--- src/rtl/subrange_pkg.sv ---
package subrange_pkg;

  // Pipeline registers between capture and output, capture stage included.
  localparam int PIPE_STAGES = 4;

  // Strobes from the control block to the datapath.
  typedef struct packed {
    logic advance;  // move every stage forward on this edge
    logic flush;    // clock treated as stopped: contents are stale
  } strobe_t;

endpackage

--- src/rtl/subrange_ctrl.sv ---
module subrange_ctrl
  import subrange_pkg::*;
#(
  parameter int DEPTH = PIPE_STAGES
) (
  input  logic    clk,
  input  logic    rst,
  input  logic    clkEn,
  output strobe_t strobes,
  output logic    resultValid
);

  localparam int CNT_W = $clog2(DEPTH + 1);

  logic [DEPTH-1:0] validChain;

  always_comb begin
    strobes.advance = clkEn;
    strobes.flush   = ~clkEn;
  end

  // One valid bit per stage. A stall discards them all.
  always_ff @(posedge clk) begin
    if (rst) begin
      validChain <= '0;
    end else if (strobes.flush) begin
      validChain <= '0;
    end else begin
      validChain <= {validChain[DEPTH-2:0], 1'b1};
    end
  end

  assign resultValid = validChain[DEPTH-1];

  // Length of the current run of enabled edges, saturating at DEPTH; used by the checks.
  logic [CNT_W-1:0] runCnt;

  always_ff @(posedge clk) begin
    if (rst || !clkEn) begin
      runCnt <= '0;
    end else if (runCnt != CNT_W'(DEPTH)) begin
      runCnt <= runCnt + 1'b1;
    end
  end

  // a stopped clock leaves no valid result behind it
  p_flush_empties_r7: assert property (@(posedge clk) disable iff (rst)
    strobes.flush |=> !resultValid);

  // valid comes back only after a full run of enabled edges
  p_refill_run_r8: assert property (@(posedge clk) disable iff (rst)
    $rose(resultValid) |-> (runCnt == CNT_W'(DEPTH)));

  // a reset edge leaves the result invalid
  p_reset_invalid_r9: assert property (@(posedge clk)
    rst |=> !resultValid);

endmodule

--- src/rtl/subrange_datapath.sv ---
module subrange_datapath
  import subrange_pkg::*;
#(
  parameter int COARSE_W = 5,
  parameter int FINE_W   = 6,
  localparam int OUT_W   = COARSE_W + FINE_W - 1
) (
  input  logic                clk,
  input  logic                rst,
  input  strobe_t             strobes,
  input  logic [COARSE_W-1:0] coarseIn,
  input  logic [FINE_W-1:0]   fineIn,
  input  logic                overIn,
  input  logic                underIn,
  output logic [OUT_W-1:0]    wordQ,
  output logic                oorQ
);

  localparam int SUM_W     = OUT_W + 2;
  localparam int MID       = 1 << (OUT_W - 1);
  localparam int FINE_BIAS = 1 << (FINE_W - 2);
  localparam logic signed [SUM_W-1:0] MID_OFF  = SUM_W'(MID);
  localparam logic signed [SUM_W-1:0] BIAS_OFF = SUM_W'(FINE_BIAS);
  localparam logic signed [SUM_W-1:0] TOP_VAL  = SUM_W'(MID - 1);
  localparam logic signed [SUM_W-1:0] BOT_VAL  = -SUM_W'(MID);
  localparam logic [OUT_W-1:0] POS_RAIL = {1'b0, {(OUT_W-1){1'b1}}};
  localparam logic [OUT_W-1:0] NEG_RAIL = {1'b1, {(OUT_W-1){1'b0}}};

  // Stage 1: capture the raw quantizer codes and comparator flags.
  logic [COARSE_W-1:0] coarseS1;
  logic [FINE_W-1:0]   fineS1;
  logic                hiS1, loS1;

  always_ff @(posedge clk) begin
    if (rst) begin
      coarseS1 <= '0;
      fineS1   <= '0;
      hiS1     <= 1'b0;
      loS1     <= 1'b0;
    end else if (strobes.advance) begin
      coarseS1 <= coarseIn;
      fineS1   <= fineIn;
      hiS1     <= overIn;
      loS1     <= underIn;
    end
  end

  // Stage 2: weight the coarse code and recentre it; remove the fine-stage overlap bias.
  logic signed [SUM_W-1:0] coarseTerm, fineTerm;
  logic signed [SUM_W-1:0] coarseNext, fineNext;
  logic                    hiS2, loS2;

  always_comb begin
    coarseNext = $signed({{(SUM_W-COARSE_W-FINE_W+1){1'b0}}, coarseS1,
                          {(FINE_W-1){1'b0}}}) - MID_OFF;
    fineNext   = $signed({{(SUM_W-FINE_W){1'b0}}, fineS1}) - BIAS_OFF;
  end

  always_ff @(posedge clk) begin
    if (rst) begin
      coarseTerm <= '0;
      fineTerm   <= '0;
      hiS2       <= 1'b0;
      loS2       <= 1'b0;
    end else if (strobes.advance) begin
      coarseTerm <= coarseNext;
      fineTerm   <= fineNext;
      hiS2       <= hiS1;
      loS2       <= loS1;
    end
  end

  // Stage 3: merge. A fine term below zero borrows from the coarse step, and one past it carries.
  logic signed [SUM_W-1:0] sumS3;
  logic                    hiS3, loS3;

  always_ff @(posedge clk) begin
    if (rst) begin
      sumS3 <= '0;
      hiS3  <= 1'b0;
      loS3  <= 1'b0;
    end else if (strobes.advance) begin
      sumS3 <= coarseTerm + fineTerm;
      hiS3  <= hiS2;
      loS3  <= loS2;
    end
  end

  // Stage 4: saturate to the rails; the flag is registered together with the word.
  logic [OUT_W-1:0] satWord;
  logic             satOor;

  always_comb begin
    satWord = sumS3[OUT_W-1:0];
    satOor  = 1'b0;
    if (hiS3) begin
      satWord = POS_RAIL;
      satOor  = 1'b1;
    end else if (loS3) begin
      satWord = NEG_RAIL;
      satOor  = 1'b1;
    end else if (sumS3 > TOP_VAL) begin
      satWord = POS_RAIL;
      satOor  = 1'b1;
    end else if (sumS3 < BOT_VAL) begin
      satWord = NEG_RAIL;
      satOor  = 1'b1;
    end
  end

  always_ff @(posedge clk) begin
    if (rst) begin
      wordQ <= '0;
      oorQ  <= 1'b0;
    end else if (strobes.advance) begin
      wordQ <= satWord;
      oorQ  <= satOor;
    end
  end

  // a stopped clock freezes the output stage
  p_hold_stalled_r7: assert property (@(posedge clk) disable iff (rst)
    !strobes.advance |=> ($stable(wordQ) && $stable(oorQ)));

  // the high comparator forces the positive rail whatever the arithmetic gives
  p_over_rail_r3: assert property (@(posedge clk) disable iff (rst)
    (strobes.advance && hiS3) |=> (oorQ && wordQ == POS_RAIL));

  // an in-range merged value never raises the flag
  p_in_range_clear_r5: assert property (@(posedge clk) disable iff (rst)
    (strobes.advance && !hiS3 && !loS3 && sumS3 <= TOP_VAL && sumS3 >= BOT_VAL)
      |=> !oorQ);

endmodule

--- src/rtl/subrange_corrector.sv ---
module subrange_corrector
  import subrange_pkg::*;
#(
  parameter int COARSE_W = 5,
  parameter int FINE_W   = 6,
  localparam int OUT_W   = COARSE_W + FINE_W - 1
) (
  input  logic                clk,
  input  logic                rst,
  input  logic                clkEn,
  input  logic [COARSE_W-1:0] coarseCode,
  input  logic [FINE_W-1:0]   fineCode,
  input  logic                overRange,
  input  logic                underRange,
  input  logic                offsetBin,
  output logic [OUT_W-1:0]    dataOut,
  output logic                oorOut,
  output logic                validOut
);

  localparam logic [OUT_W-1:0] SIGN_MASK = {1'b1, {(OUT_W-1){1'b0}}};
  localparam logic [OUT_W-1:0] POS_RAIL  = {1'b0, {(OUT_W-1){1'b1}}};
  localparam logic [OUT_W-1:0] NEG_RAIL  = {1'b1, {(OUT_W-1){1'b0}}};

  strobe_t          strobes;
  logic [OUT_W-1:0] word;
  logic             oorFlag;
  logic             resultValid;

  subrange_ctrl #(
    .DEPTH(PIPE_STAGES)
  ) uCtrl (
    .clk         (clk),
    .rst         (rst),
    .clkEn       (clkEn),
    .strobes     (strobes),
    .resultValid (resultValid)
  );

  subrange_datapath #(
    .COARSE_W(COARSE_W),
    .FINE_W  (FINE_W)
  ) uData (
    .clk      (clk),
    .rst      (rst),
    .strobes  (strobes),
    .coarseIn (coarseCode),
    .fineIn   (fineCode),
    .overIn   (overRange),
    .underIn  (underRange),
    .wordQ    (word),
    .oorQ     (oorFlag)
  );

  // Stale contents never leave the block; the mode bit flips the sign bit only.
  assign validOut = resultValid;
  assign dataOut  = resultValid ? (word ^ (offsetBin ? SIGN_MASK : '0)) : '0;
  assign oorOut   = resultValid & oorFlag;

  // a raised flag always comes with a rail code
  p_oor_at_rail_r5: assert property (@(posedge clk) disable iff (rst)
    oorOut |-> ((dataOut ^ (offsetBin ? SIGN_MASK : '0)) == POS_RAIL ||
                (dataOut ^ (offsetBin ? SIGN_MASK : '0)) == NEG_RAIL));

endmodule

--- config.mk ---
export PLATFORM = sky130hd
export DESIGN_NAME = subrange_corrector
export DESIGN_NICKNAME = d
export VERILOG_FILES = /design/src/rtl/subrange_pkg.sv /design/src/rtl/subrange_ctrl.sv /design/src/rtl/subrange_datapath.sv /design/src/rtl/subrange_corrector.sv
export SDC_FILE = /design/constraint.sdc
export NUM_CORES = 1
export LEC_CHECK = 0
export BUFFER_PORTS_ARGS = -buffer_cell sky130_fd_sc_hd__buf_2
export CAP_MARGIN = 20
export CORE_MARGIN = 8
export CORE_UTILIZATION = 32
export CTS_BUF_LIST = sky130_fd_sc_hd__clkbuf_4 sky130_fd_sc_hd__clkbuf_8
export DETAILED_ROUTE_END_ITERATION = 12
export GPL_ROUTABILITY_DRIVEN = 0
export PLACE_DENSITY_LB_ADDON = 0.15
export SLEW_MARGIN = 20
export SYNTH_ARGS = -nofsm -noshare
export SYNTH_HDL_FRONTEND = slang
export SYNTH_SLANG_ARGS = --single-unit
--- constraint.sdc ---
create_clock -name clk -period 4.4 [get_ports clk]
set_clock_uncertainty 0.1 [all_clocks]
set_input_delay 0.44 -clock clk [delete_from_list [all_inputs] [get_ports clk]]
set_output_delay 0.44 -clock clk [all_outputs]
set_load 0.03 [all_outputs]
==> flow_metrics.tcl, run 1 <==
set metrics [dict create \
    first_global_vias 1450 \
    crit_type "flip-flop to flip-flop" \
    clkTransAtPathRegs_ps 100 \
    cp.required_ps 4500 \
    worstSkewPairLatency_ps 300 \
    grt_max_degree 56 \
    synth_ff_type "dfxtp_1" \
    avgSynthCellArea_um2 10.23 \
    clock-sinks 56 \
    drive_gt1_share_pct 17.00 \
    worst_hold_path.num_cells 3 \
    io_buffers 28 \
    fin_setup_tns_ps 0 \
    coreArea_mm2 0.007137 \
    status "complete, no violations" \
    fmax_ghz 0.5403 \
    synthCells 227 \
    leakagePower_nw 1.133 \
    dp_hpwl_mm 2.985 \
    syn_nets 251 \
    placedCellCount 339 \
    post-route-util_pct 36.06 \
    ios 29 \
    antenna_found_initial 0 \
    grt_pass1_wl_mm 7.438 \
    dieArea_mm2 0.01024 \
    rsz0062_at_grt "no" \
    nets 271 \
    firstDrtPassIters 4 \
    async_flop_share_pct 0 \
    worstHoldPathType "input port to flip-flop" \
    whs_ps 264.8 \
    power_density_mw_per_mm2 366.4 \
    fp.dieW_um 101.2 \
    maxCapViolations 0 \
    cp-end-kind "flip-flop" \
    vias 1590 \
    synth_edf_count 0 \
    synth_cell_type_count 41 \
    die_h_um 101.2 \
    cts_resized 0 \
    cts_tree "yes" \
    cp_max_fo 3 \
    setup_violations 0 \
    preCtsSetupSlack_ps 2292 \
    drt_iter0_drc 74 \
    root_buffer "clkbuf_8" \
    worstPathArrival_ps 1950 \
    final_cells 346 \
    p_total_mw 0.9431 \
    timing.final.ws_setup_ps 2549 \
    synth_seq_cells 56 \
    num_rows 31 \
    syn2layout_area_growth_pct 10.83 \
    insertedDiodeCount 0 \
    seq_area_frac_synth_pct 48.28 \
    ant_nets 0 \
    cp-start-kind "flip-flop" \
    drc 0 \
    fin_area_mm2 0.002574 \
    track_usage_pct 8.975 \
    post-cts-setup-buffer-count 0 \
    grt_overflow 0 \
    fillCellCount 775 \
    wl_per_cell_um 12.91 \
    final-hold-violation-count 0 \
    syn_area_mm2 0.002322 \
    slew_headroom_pct 31.62 \
    wirelength_mm 4.467 \
    clock_path_buffers 2 \
    fin_crit_sh_pct 42.07 \
    h-tree-depth 2 \
    min_period_ps 1851 \
    viasPerCell 4.595 \
    ctsHoldBuffers 0 \
    placed_area_mm2 0.002482 \
    start_util_pct 32.54 \
    ff2ff_path_depth 5 \
    cts_buffers 5 \
    yosysWarnings 0 \
    drv_slew 0 \
    vdd_ir_drop_max_mv 0.1496 \
    worst_pin_slew_ps 1026 \
]
## logic make-up (layout without fill, tap and decap cells)
family	Yosys count	count (layout)	share of synthesized area [%]
buffers and inverters	21	41	5.711
flip-flops	56	56	48.28
AO/OA/AOI/OAI	27	27	10.08
AND/OR/NAND/NOR	81	81	16.86
XOR/XNOR	2	2	0.7544
adder cells (fa/ha/maj)	7	7	4.095
multiplexers	33	33	14.22
## synth_stat cells, types with 2 or more instances
cell      number  area (µm²)
a211oi_1       3       22.52
a21oi_1        3       15.01
a21oi_2        2       17.52
a311oi_1       2       17.52
and2_1        11       68.82
and3_1         3       18.77
buf_1          2       7.510
buf_2          2       10.01
buf_4          3       22.52
buf_6          5       56.30
clkbuf_1       4       15.01
dfxtp_1       56        1121
ha_1           6       75.07
inv_1          3       11.26
mux2i_1       33       330.3
nand2_1        4       15.01
nand2b_1       2       12.51
nand3_1        3       15.01
nor2_1        42       157.7
nor3_1         9       45.04
o32ai_1        9       78.83
## state kept, by name, indices dropped and copies added, names as in the netlist
register          cells
uData.loS1            1
uData.hiS1            1
uData.wordQ          10
uData.coarseS1        5
uData.fineTerm        7
uData.loS3            1
uData.coarseTerm      5
uData.hiS3            1
uCtrl.validChain      4
uData.sumS3          12
uData.loS2            1
uData.fineS1          6
uData.oorQ            1
uData.hiS2            1
## worst max-delay path, stage by stage, from the launching register on
cell and delay, ps:
dfxtp_1 330, ha_1 230, fa_1 470, nand3_1 180, a2111oi_2 90, a311o_1 350
## cell usage in the layout (no fill, tap or decap), types with 2 or more instances in the layout
master    Yosys  routed
a21oi_2       2       2
ha_1          6       6
a211oi_1      3       3
and2_1       11      11
and3_1        3       3
clkbuf_8      0       6
o32ai_1       9       9
a311oi_1      2       2
nand2_1       4       4
nand2b_1      2       2
nor3_1        9       9
dfxtp_1      56      56
a21oi_1       3       3
inv_1         3       3
nand3_1       3       3
mux2i_1      33      33
nor2_1       42      42
buf_2         2      28
## routing by layer
| metal | track usage [%] | share of wire, % |
|---|---|---|
| met3 | 2.680 | 4.7 |
| met2 | 12.30 | 41 |
| met5 | 0 | 0 |
| met1 | 12.84 | 53 |
| met4 | 3.093 | 1.0 |
## layout make-up
type                    count  area, µm²  area share, %
repair buffers             29      147.6          5.737
clock buffers               6      82.58          3.209
flip-flops and latches     56       1121          43.56
inverters                   5      21.27         0.8264
multi-input cells         150       1069          41.52
well taps                  99      123.9          4.813
clock inverters             1      8.758         0.3403
## power by group
| part | leakage, nW | internal (mW) | switching, mW |
|---|---|---|---|
| Clock | 0.0473 | 0.126 | 0.162 |
| Combinational | 0.626 | 0.0461 | 0.0549 |
| Sequential | 0.460 | 0.536 | 0.0179 |
## worst paths after layout
check	start	to	slack, ps
max	uData.fineTerm[5]	uData.sumS3[9]	2550
min	coarseCode[0]	uData.coarseS1[0]	260
max reg2reg	uData.fineTerm[5]	uData.sumS3[9]	2550
min reg2reg	uCtrl.validChain[2]	uCtrl.validChain[3]	370
No activity file was read; power rests on OpenSTA's default activity.
==> run 2, diff against run 1 <==
--- a/config.mk
+++ b/config.mk
@@ -5,6 +5,7 @@
 export SDC_FILE = /design/constraint.sdc
 export NUM_CORES = 1
 export LEC_CHECK = 0
+export ABC_AREA = 1
 export BUFFER_PORTS_ARGS = -buffer_cell sky130_fd_sc_hd__buf_2
 export CAP_MARGIN = 20
 export CORE_MARGIN = 8
==> constraint.sdc (replaced) <==
create_clock -name clk -period 1.75 [get_ports clk]
set_clock_uncertainty 0.1 [all_clocks]
set_input_delay 0.175 -clock clk [delete_from_list [all_inputs] [get_ports clk]]
set_output_delay 0.175 -clock clk [all_outputs]
set_load 0.03 [all_outputs]
==> flow_metrics.tcl, run 2 <==
set metrics [dict create \
    wl_per_cell_um 11.26 \
    leakagePower_nw 1.313 \
    setup_violations 0 \
    crit_slowest_cell "fa_2" \
    seq_area_frac_synth_pct 48.72 \
    io_buffers 28 \
    syn2layout_area_growth_pct 20.83 \
    syn_nets 311 \
    insertedDiodeCount 0 \
    vias 1840 \
    min_period_ps 1634 \
    final-seq-area_mm2 0.001121 \
    drt_iter0_drc 62 \
    dp_hpwl_mm 3.130 \
    vdd_ir_drop_max_mv 0.3968 \
    dieArea_mm2 0.01016 \
    wirelength_mm 4.761 \
    synth_seq_cells 56 \
    clock_path_buffers 2 \
    grt_overflow 0 \
    yosysMostFrequentCell "nor2_1" \
    clock-sinks 56 \
    synthCells 287 \
    worstPathArrival_ps 1740 \
    largest_reg_flops 12 \
    reg2reg_slack_ps 120 \
    nets 347 \
    grt_pass1_wl_mm 8.017 \
    slew_headroom_pct 76.65 \
    num_rows 31 \
    final_cells 423 \
    synth_ff_type "dfxtp_1" \
    regMostFlops "uData.sumS3" \
    cts_buffers 5 \
    fin_crit_sh_pct 93.37 \
    root_buffer "clkbuf_8" \
    synth_top_area_cell "dfxtp_1" \
    ant_nets 0 \
    synth_top_area_share_pct 48.72 \
    grt_max_degree 37 \
    cp.required_ps 1860 \
    crit_type "flip-flop to flip-flop" \
    mostFrequentLayoutCells "nor2_1, dfxtp_1, buf_2, o21ai_0, inv_1" \
    status "complete, no violations" \
    reg.largest.list "uData.sumS3 x12, uData.wordQ x10, uData.fineTerm x7" \
    synth_edf_count 0 \
    critPathBufInv 1 \
    final_common_cell "nor2_1" \
    synth_common_cells "nor2_1, dfxtp_1, o21ai_0, inv_1, nand2_1" \
    worstPathCellList "ha_1, fa_2, nand3_1, nand2_1, xor2_1, o21ai_1, inv_1" \
    drv_slew 0 \
    power_density_mw_per_mm2 958.0 \
    cp_top_family "adder cells" \
    cp_max_fo 2 \
    worstSkewPairLatency_ps 300 \
    drc 0 \
    fp.dieW_um 100.8 \
    async_flop_share_pct 0 \
    drive_gt1_share_pct 19.14 \
    die_h_um 100.8 \
    fmax_ghz 0.6120 \
    syn_area_mm2 0.002301 \
    viasPerCell 4.350 \
    p_comb_share_pct 13.0 \
    antenna_found_initial 0 \
    fin_setup_tns_ps 0 \
    clkTransAtPathRegs_ps 100 \
    cpPeakStageDelay_ps 400 \
    post-cts-setup-buffer-count 0 \
    yosysWarnings 0 \
    avgSynthCellArea_um2 8.017 \
    final-hold-violation-count 0 \
    cp-end-kind "flip-flop" \
    rsz0062_at_grt "no" \
    maxCapViolations 0 \
    first_global_vias 1720 \
    firstDrtPassIters 4 \
    start_util_pct 32.42 \
    multi_input_area_um2 997.2 \
    synthTopCellsByArea "dfxtp_1, nor2_1, o21ai_0" \
    placedCellCount 404 \
    synth_cell_type_count 25 \
    worst_pin_slew_ps 349.8 \
    ios 29 \
    worstHoldPathType "input port to flip-flop" \
    fillCellCount 788 \
    h-tree-depth 2 \
    cts_tree "yes" \
    coreArea_mm2 0.007098 \
    swShare_pct 25.18 \
    track_usage_pct 9.758 \
    cp-start-kind "flip-flop" \
    power_frac_seq_pct 53.7 \
    p_clk_share_pct 33.3 \
    p_int_mw 1.993 \
    switchingPower_mw 0.6706 \
]
[run 2: cell count changes in the layout (fill, tap and decap cells not counted), sizes merged, moves of 9 or more]
cell | before | now
nor2 | 42 | 82
a21oi | 5 | 14
nor3 | 9 | 0
mux2i | 33 | 0
o21ai | 0 | 41
o32ai | 9 | 0
inv | 5 | 29
dlygate4sd3 | 0 | 11
o22ai | 0 | 9
and2 | 11 | 0
nand2 | 4 | 22
[run 2: cells by family (layout without fill, tap and decap cells)]
group | Yosys count | in the layout | synth area share, %
AOI/OAI and AO/OA | 66 | 66 | 18.38
adders and majority gates | 7 | 7 | 4.133
DFF | 56 | 56 | 48.72
buffers and inverters | 44 | 81 | 8.048
and+or+nand+nor | 112 | 112 | 19.96
xor gates and xnor gates | 2 | 2 | 0.7614
[run 2: per-layer routing]
layer	GRT usage [%]	vias up	wire, µm
li1	-	994	-
met1	12.95	810	2503
met2	14.37	30	1953
met3	2.624	6	234
met4	4.302	0	70
met5	0	-	0
[run 2: final timing paths]
path,from,end,depth (start not counted)
setup / recovery,uData.fineTerm[5],uData.sumS3[9],7
hold / removal,rst,uData.sumS3[10],2
hold reg to reg,uCtrl.validChain[0],uCtrl.validChain[1],2
setup reg to reg,uData.fineTerm[5],uData.sumS3[9],7
[run 2: power groups by stage]
stage	Clock (mW)	Combinational [mW]	Sequential (mW)
final	0.888	0.346	1.43
after global routing	0.971	0.398	1.44
after floorplan	0	0.257	1.44
after global placement	0	0.326	1.46
after CTS	0.922	0.350	1.43
after detailed placement	0	0.328	1.46
[run 2: repair_timing]
item	4_1_cts	5_1_grt
endpoints found under the hold margin	11	0
hold buffers	11	0
resized for setup	0	1
setup endpoints to repair	0	1
[run 2: final cells by class]
type                    instances  area share (%)
well taps                      99           4.455
clock inverters                 2           1.395
inverters                      29           4.185
repair buffers                 44           10.80
flip-flops and latches         56           40.32
multi-input cells             187           35.87
clock buffers                   6           2.970
[run 2: metrics by stage]
| stage | hold WS [ps] | total power, mW | util, % | cell area [µm²] | setup WS [ps] |
|---|---|---|---|---|---|
| after floorplan | 144.1 | 1.699 | - | 2301 | 129.1 |
| after global placement | 294.5 | 1.784 | 35.87 | 2546 | 78.08 |
| after detailed placement | 301.0 | 1.788 | 35.87 | 2546 | 61.06 |
| after CTS | 4.578 | 2.703 | 39.13 | 2778 | 50.46 |
| after global routing | 6.519 | 2.811 | 39.17 | 2780 | 23.77 |
| final | 15.98 | 2.663 | 39.17 | 2780 | 116.0 |
==> run 3, diff against run 2 <==
==> constraint.sdc (replaced) <==
create_clock -name clk -period 1.6 [get_ports clk]
set_clock_uncertainty 0.1 [all_clocks]
set_input_delay 0.16 -clock clk [delete_from_list [all_inputs] [get_ports clk]]
set_output_delay 0.16 -clock clk [all_outputs]
set_load 0.03 [all_outputs]
==> flow_metrics.tcl, run 3 (same netlist as run 2, synthesis figures left out) <==
set metrics [dict create \
    status "complete, no violations" \
    worstHoldPathType "input port to flip-flop" \
    drt_iter0_drc 89 \
    grt_max_degree 52 \
    drv_slew 0 \
    final_common_cell "nor2_1" \
    min_period_ps 1515 \
    drive_gt1_share_pct 20.99 \
    insertedDiodeCount 0 \
    power_density_mw_per_mm2 1028 \
    post-cts-setup-buffer-count 0 \
    die_h_um 100.8 \
    num_rows 31 \
    worst_hold_path.num_cells 3 \
    antenna_found_initial 0 \
    nets 347 \
    setup_violations 0 \
    grt_overflow 0 \
    vdd_ir_drop_max_mv 0.4170 \
    clkTransAtPathRegs_ps 100 \
    fin_crit_sh_pct 94.68 \
    root_buffer "clkbuf_8" \
    cp-end-kind "flip-flop" \
    r2r-end "uData.sumS3[9]" \
    regMostFlops "uData.sumS3" \
    cpPeakStageDelay_ps 370 \
    track_usage_pct 9.917 \
    first_global_vias 1841 \
    worstSkewPairLatency_ps 310 \
    cts_tree "yes" \
    fmax_ghz 0.6601 \
    h-tree-depth 2 \
    crit_type "flip-flop to flip-flop" \
    reg.largest.list "uData.sumS3 x12, uData.wordQ x10, uData.fineTerm x7" \
    slew_headroom_pct 76.86 \
    worst_pin_slew_ps 345.0 \
    worstPathCellList "ha_4, fa_2, nand3_2, nand2_1, xor2_1, o21ai_1, inv_1" \
    cp.required_ps 1710 \
    leakagePower_nw 1.321 \
    hold_end "uData.fineS1[5]" \
    fp.dieW_um 100.8 \
    start_util_pct 32.42 \
    io_buffers 28 \
    wirelength_mm 4.711 \
    largest_reg_flops 12 \
    reg2reg_slack_ps 90 \
    ant_nets 0 \
    cp_max_fo 2 \
    vias 1837 \
    grt_pass1_wl_mm 8.211 \
    clock-sinks 56 \
    drc 0 \
    clock_path_buffers 2 \
    holdCritStartpoint "fineCode[5]" \
    syn2layout_area_growth_pct 22.89 \
    ff2ff_path_depth 7 \
    maxCapViolations 0 \
    mostFrequentLayoutCells "nor2_1, dfxtp_1, buf_2, o21ai_0, inv_1" \
    fin_area_mm2 0.002828 \
    coreArea_mm2 0.007098 \
    crit_slowest_cell "fa_2" \
    dieArea_mm2 0.01016 \
    preCtsSetupSlack_ps -23.22 \
    timing.final.ws_setup_ps 85.19 \
    viasPerCell 4.343 \
    p_total_mw 2.906 \
    timing.rr.start "uData.fineTerm[5]" \
    placed_area_mm2 0.002566 \
    fillCellCount 773 \
    ios 29 \
    cts_buffers 5 \
    dp_hpwl_mm 3.085 \
    rsz0062_at_grt "yes" \
    firstDrtPassIters 7 \
    wl_per_cell_um 11.14 \
    worstPathArrival_ps 1620 \
    cp-start-kind "flip-flop" \
    final-hold-violation-count 0 \
]
==> run 3: changes by cell type in the layout (fill, tap and decap cells not counted), sizes merged <==
| cell | before | now |
|---|---|---|
| clkinv | 1 | 0 |
| buf | 33 | 32 |
| dlygate4sd3 | 11 | 12 |
| inv | 29 | 30 |
==> run 3: power by group <==
part / total, mW / switching (mW) / internal [mW]
registers: 1.57 / 0.0671 / 1.50
clock network: 0.950 / 0.459 / 0.491
logic: 0.391 / 0.211 / 0.180
total: 2.91 / 0.737 / 2.17
==> run 3: how the worst max path moves through the flow <==
stage / startpoint / endpoint / slack, ps / depth (start not counted)
floorplan: uData.fineTerm[5] / uData.sumS3[9] / 30 / 7
global placement: uData.fineTerm[5] / uData.sumS3[9] / -3 / 7
detailed placement: uData.fineTerm[5] / uData.sumS3[9] / -20 / 7
CTS: uData.fineTerm[5] / uData.sumS3[9] / 1 / 7
global route: uData.coarseTerm[5] / uData.sumS3[9] / -20 / 7
finish: uData.fineTerm[5] / uData.sumS3[9] / 90 / 7
==> run 3: final cells by class <==
| cell class | instances | area, µm² | area share, % |
|---|---|---|---|
| multi-input combinational | 187 | 1018 | 36.02 |
| clock inverter | 2 | 38.79 | 1.372 |
| timing repair buffer | 44 | 327.8 | 11.59 |
| inverter | 29 | 116.4 | 4.115 |
| tap | 99 | 123.9 | 4.381 |
| sequential | 56 | 1126 | 39.82 |
| clock buffer | 6 | 76.32 | 2.699 |
==> run 3: worst max-delay path: cells and delay by family (launching register included) <==
kind                       cells  cell delay (ps)
xor gates and xnor gates       1              140
and+or+nand+nor                2              150
AOI/OAI and AO/OA              1              110
buffers and inverters          1               40
DFF                            1              350
adders and majority gates      2              530
==> run 3: stage by stage <==
stage          hold WS, ps  setup TNS, ps  utilization, %  cells
3_3_place_gp         280.5         -3.209           36.15    403
3_5_place_dp         286.2         -23.22           36.15    403
5_1_grt              30.78         -23.15           39.84    423
2_1_floorplan        129.1              0               -    287
4_1_cts              2.260              0           39.50    423
6_report             15.64              0           39.84    423
==> run 3: metal layers <==
layer	track usage, %	share of wire (%)	vias up
met5	0	0	-
met4	3.488	1.5	0
met3	2.831	4.8	5
met1	12.40	50	811
met2	15.79	43	30
li1	-	-	991
==> run 3: what timing repair did <==
item                                    in CTS  in global routing
gates resized for setup                      1                  7
endpoints found under the hold margin       13                  0
gates cloned                                 0                  0
hold buffers                                12                  0
endpoints found under the setup margin       1                 11
pin swaps                                    0                  2
